==> src/rtl/prio_pkg.sv <==
package prio_pkg;

    localparam int PRIO_W    = 8;
    localparam int GSEL_W    = 3;
    localparam int KEY_W     = PRIO_W + 1;
    localparam int IDX_W_MAX = 10;

    typedef logic [IDX_W_MAX-1:0] line_idx_t;

    typedef enum logic {
        DOM_NS = 1'b0,
        DOM_S  = 1'b1
    } domain_e;

    // candidate as seen inside a sub-tree: masked raw priority
    typedef struct packed {
        logic              vld;
        logic [PRIO_W-1:0] pr;
        line_idx_t         idx;
    } raw_cand_t;

    // candidate as seen by the merge stage: widened effective group key
    typedef struct packed {
        logic              vld;
        logic [KEY_W-1:0]  key;
        logic [PRIO_W-1:0] sub;
        line_idx_t         idx;
    } eff_cand_t;

    // ones in the implemented (top) priority bits
    function automatic logic [PRIO_W-1:0] impl_mask(int bits);
        logic [PRIO_W-1:0] m;
        for (int i = 0; i < PRIO_W; i++)
            m[i] = (i >= PRIO_W - bits);
        return m;
    endfunction

    // ones in the group bits for split point g: bits [7:g+1]
    function automatic logic [PRIO_W-1:0] grp_mask(logic [GSEL_W-1:0] g);
        logic [PRIO_W-1:0] m;
        for (int i = 0; i < PRIO_W; i++)
            m[i] = (i > int'(g));
        return m;
    endfunction

    // raw order: priority value, then index
    function automatic logic raw_better(raw_cand_t a, raw_cand_t b);
        return a.vld && (!b.vld || (a.pr < b.pr) ||
                         ((a.pr == b.pr) && (a.idx < b.idx)));
    endfunction

    // effective order: group key, then subpriority, then index
    function automatic logic eff_better(eff_cand_t a, eff_cand_t b);
        logic key_eq;
        logic sub_eq;
        key_eq = (a.key == b.key);
        sub_eq = (a.sub == b.sub);
        return a.vld && (!b.vld || (a.key < b.key) ||
                         (key_eq && (a.sub < b.sub)) ||
                         (key_eq && sub_eq && (a.idx < b.idx)));
    endfunction

    // remap a sub-tree winner into the merge domain
    function automatic eff_cand_t to_eff(raw_cand_t c, domain_e dom,
                                         logic deprio, logic [GSEL_W-1:0] g);
        eff_cand_t         e;
        logic [PRIO_W-1:0] gm;
        logic [PRIO_W-1:0] grp;
        gm    = grp_mask(g);
        grp   = c.pr & gm;
        e.vld = c.vld;
        e.idx = c.idx;
        e.sub = c.pr & ~gm;
        if ((dom == DOM_NS) && deprio)
            e.key = {1'b1, grp};
        else
            e.key = {grp, 1'b0};
        return e;
    endfunction

endpackage

==> src/rtl/prio_subtree.sv <==
module prio_subtree
    import prio_pkg::*;
#(
    parameter int LINES     = 8,
    parameter int BASE      = 0,
    parameter int IMPL_BITS = 3
) (
    input  logic [LINES-1:0]             req_i,
    input  logic [LINES-1:0]             sec_i,
    input  logic [LINES-1:0][PRIO_W-1:0] prio_i,
    output raw_cand_t [1:0]              win_o
);

    localparam logic [PRIO_W-1:0] IMASK = impl_mask(IMPL_BITS);

    raw_cand_t [LINES-1:0] line_c;

    always_comb begin
        for (int i = 0; i < LINES; i++) begin
            line_c[i].vld = req_i[i];
            line_c[i].pr  = prio_i[i] & IMASK;
            line_c[i].idx = line_idx_t'(BASE + i);
        end
    end

    // one winner per security domain, chosen on raw priority
    generate
        for (genvar d = 0; d < 2; d++) begin : g_dom
            always_comb begin
                raw_cand_t c;
                win_o[d] = '0;
                for (int i = 0; i < LINES; i++) begin
                    c     = line_c[i];
                    c.vld = line_c[i].vld && (sec_i[i] == (d == 1));
                    if (raw_better(c, win_o[d]))
                        win_o[d] = c;
                end
            end

            // no same-domain request beats the domain winner
            always_comb begin
                for (int i = 0; i < LINES; i++) begin
                    if (req_i[i] && (sec_i[i] == (d == 1)))
                        a_raw_min_r11: assert (win_o[d].vld &&
                                               !(line_c[i].pr < win_o[d].pr));
                end
            end
        end
    endgenerate

endmodule

==> src/rtl/prio_merge.sv <==
module prio_merge
    import prio_pkg::*;
#(
    parameter int NTREE = 4,
    parameter int IDX_W = 5,
    parameter int KW    = 4
) (
    input  raw_cand_t [NTREE-1:0][1:0] cand_i,
    input  logic                       deprio_i,
    input  logic [GSEL_W-1:0]          gsel_i,
    output logic                       win_vld_o,
    output logic [IDX_W-1:0]           win_idx_o,
    output logic [KW-1:0]              win_grp_o
);

    eff_cand_t [NTREE-1:0][1:0] eff;
    eff_cand_t                  best;

    always_comb begin
        for (int t = 0; t < NTREE; t++) begin
            eff[t][DOM_NS] = to_eff(cand_i[t][DOM_NS], DOM_NS, deprio_i, gsel_i);
            eff[t][DOM_S]  = to_eff(cand_i[t][DOM_S],  DOM_S,  deprio_i, gsel_i);
        end
    end

    always_comb begin
        best = '0;
        for (int t = 0; t < NTREE; t++)
            for (int d = 0; d < 2; d++)
                if (eff_better(eff[t][d], best))
                    best = eff[t][d];
    end

    assign win_vld_o = best.vld;
    assign win_idx_o = best.idx[IDX_W-1:0];
    assign win_grp_o = best.key[KEY_W-1 -: KW];

    // no valid sub-tree candidate carries a smaller group key than the winner
    always_comb begin
        for (int t = 0; t < NTREE; t++)
            for (int d = 0; d < 2; d++)
                if (eff[t][d].vld)
                    a_min_key_r4: assert (best.vld && !(eff[t][d].key < best.key));
    end

endmodule

==> src/rtl/prio_resolver.sv <==
module prio_resolver
    import prio_pkg::*;
#(
    parameter int NUM_LINES  = 32,
    parameter int TREE_LINES = 8,
    parameter int IMPL_BITS  = 3
) (
    input  logic                                    clk,
    input  logic                                    rst,
    input  logic [NUM_LINES-1:0]                    pend_i,
    input  logic [NUM_LINES-1:0]                    en_i,
    input  logic [NUM_LINES-1:0]                    secure_i,
    input  logic [NUM_LINES-1:0][PRIO_W-1:0]        prio_i,
    input  logic [GSEL_W-1:0]                       grp_sel_i,
    input  logic                                    deprio_ns_i,
    output logic                                    win_valid_o,
    output logic [$clog2(NUM_LINES)-1:0]            win_idx_o,
    output logic [IMPL_BITS:0]                      win_grp_o
);

    localparam int NTREE = NUM_LINES / TREE_LINES;
    localparam int IDX_W = $clog2(NUM_LINES);
    localparam int KW    = IMPL_BITS + 1;

    if (IMPL_BITS < 3 || IMPL_BITS > PRIO_W) begin : g_bad_impl
        $error("IMPL_BITS out of range");
    end

    logic [NUM_LINES-1:0]       req;
    raw_cand_t [NTREE-1:0][1:0] tree_win;
    logic                       m_vld;
    logic [IDX_W-1:0]           m_idx;
    logic [KW-1:0]              m_grp;

    assign req = pend_i & en_i;

    generate
        for (genvar t = 0; t < NTREE; t++) begin : g_tree
            prio_subtree #(
                .LINES     (TREE_LINES),
                .BASE      (t * TREE_LINES),
                .IMPL_BITS (IMPL_BITS)
            ) u_tree (
                .req_i  (req[t*TREE_LINES +: TREE_LINES]),
                .sec_i  (secure_i[t*TREE_LINES +: TREE_LINES]),
                .prio_i (prio_i[t*TREE_LINES +: TREE_LINES]),
                .win_o  (tree_win[t])
            );
        end
    endgenerate

    prio_merge #(
        .NTREE (NTREE),
        .IDX_W (IDX_W),
        .KW    (KW)
    ) u_merge (
        .cand_i    (tree_win),
        .deprio_i  (deprio_ns_i),
        .gsel_i    (grp_sel_i),
        .win_vld_o (m_vld),
        .win_idx_o (m_idx),
        .win_grp_o (m_grp)
    );

    always_ff @(posedge clk) begin
        if (rst) begin
            win_valid_o <= 1'b0;
            win_idx_o   <= '0;
            win_grp_o   <= '0;
        end else begin
            win_valid_o <= m_vld;
            win_idx_o   <= m_idx;
            win_grp_o   <= m_grp;
        end
    end

    // any qualifying request gives a valid result one cycle later
    p_busy_r2: assert property (@(posedge clk) disable iff (rst)
        (|req) |=> win_valid_o);

    // no qualifying request gives an empty, zeroed result
    p_idle_r2: assert property (@(posedge clk) disable iff (rst)
        !(|req) |=> (!win_valid_o && win_idx_o == '0 && win_grp_o == '0));

    // without deprioritisation the appended low key bit stays zero
    p_lsb_r6: assert property (@(posedge clk) disable iff (rst)
        !deprio_ns_i |=> (win_grp_o[0] == 1'b0));

    // unchanged inputs keep the result unchanged
    p_hold_r10: assert property (@(posedge clk) disable iff (rst)
        ($stable(req) && $stable(prio_i) && $stable(secure_i) &&
         $stable(grp_sel_i) && $stable(deprio_ns_i) && !$past(rst))
        |=> $stable(win_idx_o));

endmodule

==> config.mk <==
export PLATFORM = sky130hd
export DESIGN_NAME = prio_resolver
export DESIGN_NICKNAME = d
export VERILOG_FILES = /design/src/rtl/prio_pkg.sv /design/src/rtl/prio_subtree.sv /design/src/rtl/prio_merge.sv /design/src/rtl/prio_resolver.sv
export SDC_FILE = /design/constraint.sdc
export NUM_CORES = 1
export LEC_CHECK = 0
export ABC_AREA = 0
export CAP_MARGIN = 20
export CORE_ASPECT_RATIO = 1.1
export CORE_MARGIN = 2
export CORE_UTILIZATION = 53
export DETAILED_ROUTE_END_ITERATION = 16
export PLACE_DENSITY = 0.95
export SLEW_MARGIN = 20
export SYNTH_ARGS = -nofsm -noshare
export SYNTH_HDL_FRONTEND = slang
export SYNTH_SLANG_ARGS = --single-unit
==> constraint.sdc <==
create_clock -name clk -period 50.2 [get_ports clk]
set_input_delay 10.04 -clock clk [delete_from_list [all_inputs] [get_ports clk]]
set_output_delay 10.04 -clock clk [all_outputs]
set_load 0.1 [all_outputs]
==> results.md <==
* Worst setup SP type: primary input
* Port Buffers at a little over 200
* Max IR drop VDD at between 0.02 and 0.03 mV
* Synth Cell Area at 11500 sq um
* Antenna Nets Post-Route at 0
* Slew HR at about 34%
* Max cap viols at 0
* Mapped Avg Cell Area at between 6 and 7 sq um
* EDFF count, synth at 0
* Pre-antenna DRT Iters at 6
* Adder-Cell Fraction of Synth Area at 20.5%
* CP startpoint: pend_i[0]
* Register area share after synthesis at roughly 1.7%
* Synth Area in XOR/XNOR at 0%
* Grt total ovfl at 0
* Final hold vios at 0
* Commonest non-fill, non-tap cell in the layout: clkdlybuf4s50_1
* Critical Path RT at about 50 ns
* Fraction of layout cells with a size suffix above 1 at around 5%
* Die Wd at 145 um
* Critical path endpoint category: register
* Setup Fix Bufs, Post-CTS at 0
* Slew Viols, Final at 0
* Main combinational cell family by area after synthesis: compound AO/OA/AOI/OAI gates
* CP Class: in2reg
* Post-synth top flop: dfxtp_1
* CORE AREA at 21400 sq um
* Post-synth top area cell: ha_1
* FMAX at 27.7 MHz
* Yosys top cell area share at about a fifth
* Synth top area cells: ha_1, a21oi_1, nor2_1
* Synth cell types at between 90 and 100
* Largest net degree at the start of global routing at 19
* WL/cell at approximately 17 um
* Power, Total at between 400 and 500 uW
* Met3 wire len at approximately 2.6 mm
* Final hold slack at between 10 and 15 ns
* Hold_sp: rst
* Gate Count Post-Synth at approximately 1700
* Routed wire length at approximately 37 mm
* First-pass GRT wire length at about 59 mm
* Hold Path End: win_valid_o
* # diodes at 0
* CTS sink cnt at 10
* TritonCTS clock tree: built
* # fillers at about 1800
* Compound-Gate Fraction of Synth Area at 35.0%
* Max layer used: met4
* CP max stage delay at 0.85 ns
* Syn-to-layout area delta at 20.9%
* Area after DPL at 13800 sq um
* Period minus WS final at between 30 and 40 ns
* FF+latch count, synth at 10
* CTS H-tree depth at 1
* Leak at 0.00605 uW
* Hold WC Path Type: in2reg
* Setup TNS at 0 ns
* PostCTS Resize Cnt at 0
* Worst Hold Depth at 2
* Simple-Gate Fraction of Synth Area at roughly 29%
* Met2 WL at about 18 mm
* Design area at ~14000 sq um
* GP Congestion at a little under 1
* DRC at 0
* I/O pins at 368
* Outcome: finished clean
* Max Fanout on Critical Path at 18
* CTS Hold Bufs at 0
* Commonest cells after routing, fill and taps aside: clkdlybuf4s50_1, ha_1, nor2_1
* Multiplexer area fraction after synthesis at 8.66%
* Tot GR Track Use at a little under a third
* Nets@finish at 2400
* Critical path arrival at approximately 36 ns
* Num rows at 56
* Pwr dens at 34.1 nW/um^2
* Fin worst setup slack at ~14 ns
* Die H at 159 um
* Clock Tree Buf Depth at 2
* CTS buffer count at 3
* Worst Tran Pin Value at around 0.99 ns
* Final setup viols at 0
* Via count at 14000
* WL met1 at 14.4 mm
* Clk slew on worst S/H paths at about 0.040 ns
* Dpl ws at about 15 ns
* Warnings, synthesis at 0
* Die Area at roughly 23000 sq um
* Initial Util at 54.0%
* Initial antenna violation count at 0
* Clock Tree Root: clkbuf_16
* Syn nets at about 2200
* Vias in the first global route at roughly 14000
* FFs w/ async S/R, synth at 0%
* Final period utilization at between 70% and 80%
* Detailed Route Iter0 Violations at about 1000
* CP dominant cell by count: ha_1
* CP max-delay cell: a2111oi_0
* Vias/cell at 6.56
* RSZ-0062 raised after global routing: no
* DP HPWL at 30.8 mm
power breakdown:
group / internal, uW / total (uW) / switching, uW / leakage [uW]
clock network: 11.9 / 15.2 / 3.29 / 0.0000442
registers: 10.9 / 11.5 / 0.636 / 0.0000828
logic: 193 / 449 / 255 / 0.00592
sequential cells by signal, indices dropped and copies added (netlist names):
name / cells
win_idx_o: 5
win_grp_o: 4
win_valid_o: 1
worst max-delay path by stage:
stage / endpoint / slack, ns
3_3_place_gp: win_grp_o[2] / 15.12
6_report: win_idx_o[2] / 14.04
2_1_floorplan: win_grp_o[1] / 17.82
5_1_grt: win_idx_o[2] / 12.05
4_1_cts: win_idx_o[2] / 14.58
3_5_place_dp: win_idx_o[2] / 14.54
Yosys cell counts (all sizes together), types with 19 or more instances:
master  number
o21a        54
o21ai      103
nand3       68
ha         189
or3         20
a21o        46
or2         19
clkbuf      25
mux2        47
o31ai       22
nand2      139
nor2b       36
nand2b      40
nor2       143
nand4       25
a31oi       28
nand3b      22
and3        25
o211ai      21
inv        125
mux2i       43
a211oi      29
and2        23
nor3        28
a21oi      127
metal layers:
| metal | vias to the layer above | GRT usage [%] |
|---|---|---|
| met1 | 6471 | 35.0 |
| met2 | 688 | 54.4 |
| met4 | 0 | 14.2 |
| li1 | 6736 | - |
| met5 | - | 0 |
| met3 | 147 | 2.35 |
cells by family (layout without fill, tap and decap cells):
| logic type | Yosys count | count (layout) |
|---|---|---|
| mux | 90 | 90 |
| simple gates | 638 | 638 |
| buf+inv | 160 | 340 |
| fa+ha+maj | 189 | 189 |
| flops | 10 | 10 |
| compound gates | 585 | 585 |
through the flow:
step	instances	utilization, %
global route	2142	65.2
finish	2142	65.2
CTS	2142	65.2
detailed placement	2138	64.8
floorplan	1672	-
global placement	2138	64.8
cell type report:
cell class	instances	area [sq um]	area share [%]
tap	290	363	2.60
multi-input combinational	1502	10700	76.9
clock buffer	4	88.8	0.637
sequential	10	200	1.44
inverter	127	477	3.42
timing repair buffer	209	2090	15.0
critical path, delay by kind of cell:
| family | cells | cell delay, ns |
|---|---|---|
| and+or+nand+nor | 32 | 5.77 |
| buffers and inverters | 8 | 1.81 |
| AOI/OAI and AO/OA | 55 | 13.19 |
| adders and majority gates | 14 | 4.15 |
| muxes | 4 | 1.33 |
Note: power is estimated with default switching activity, not from simulation.
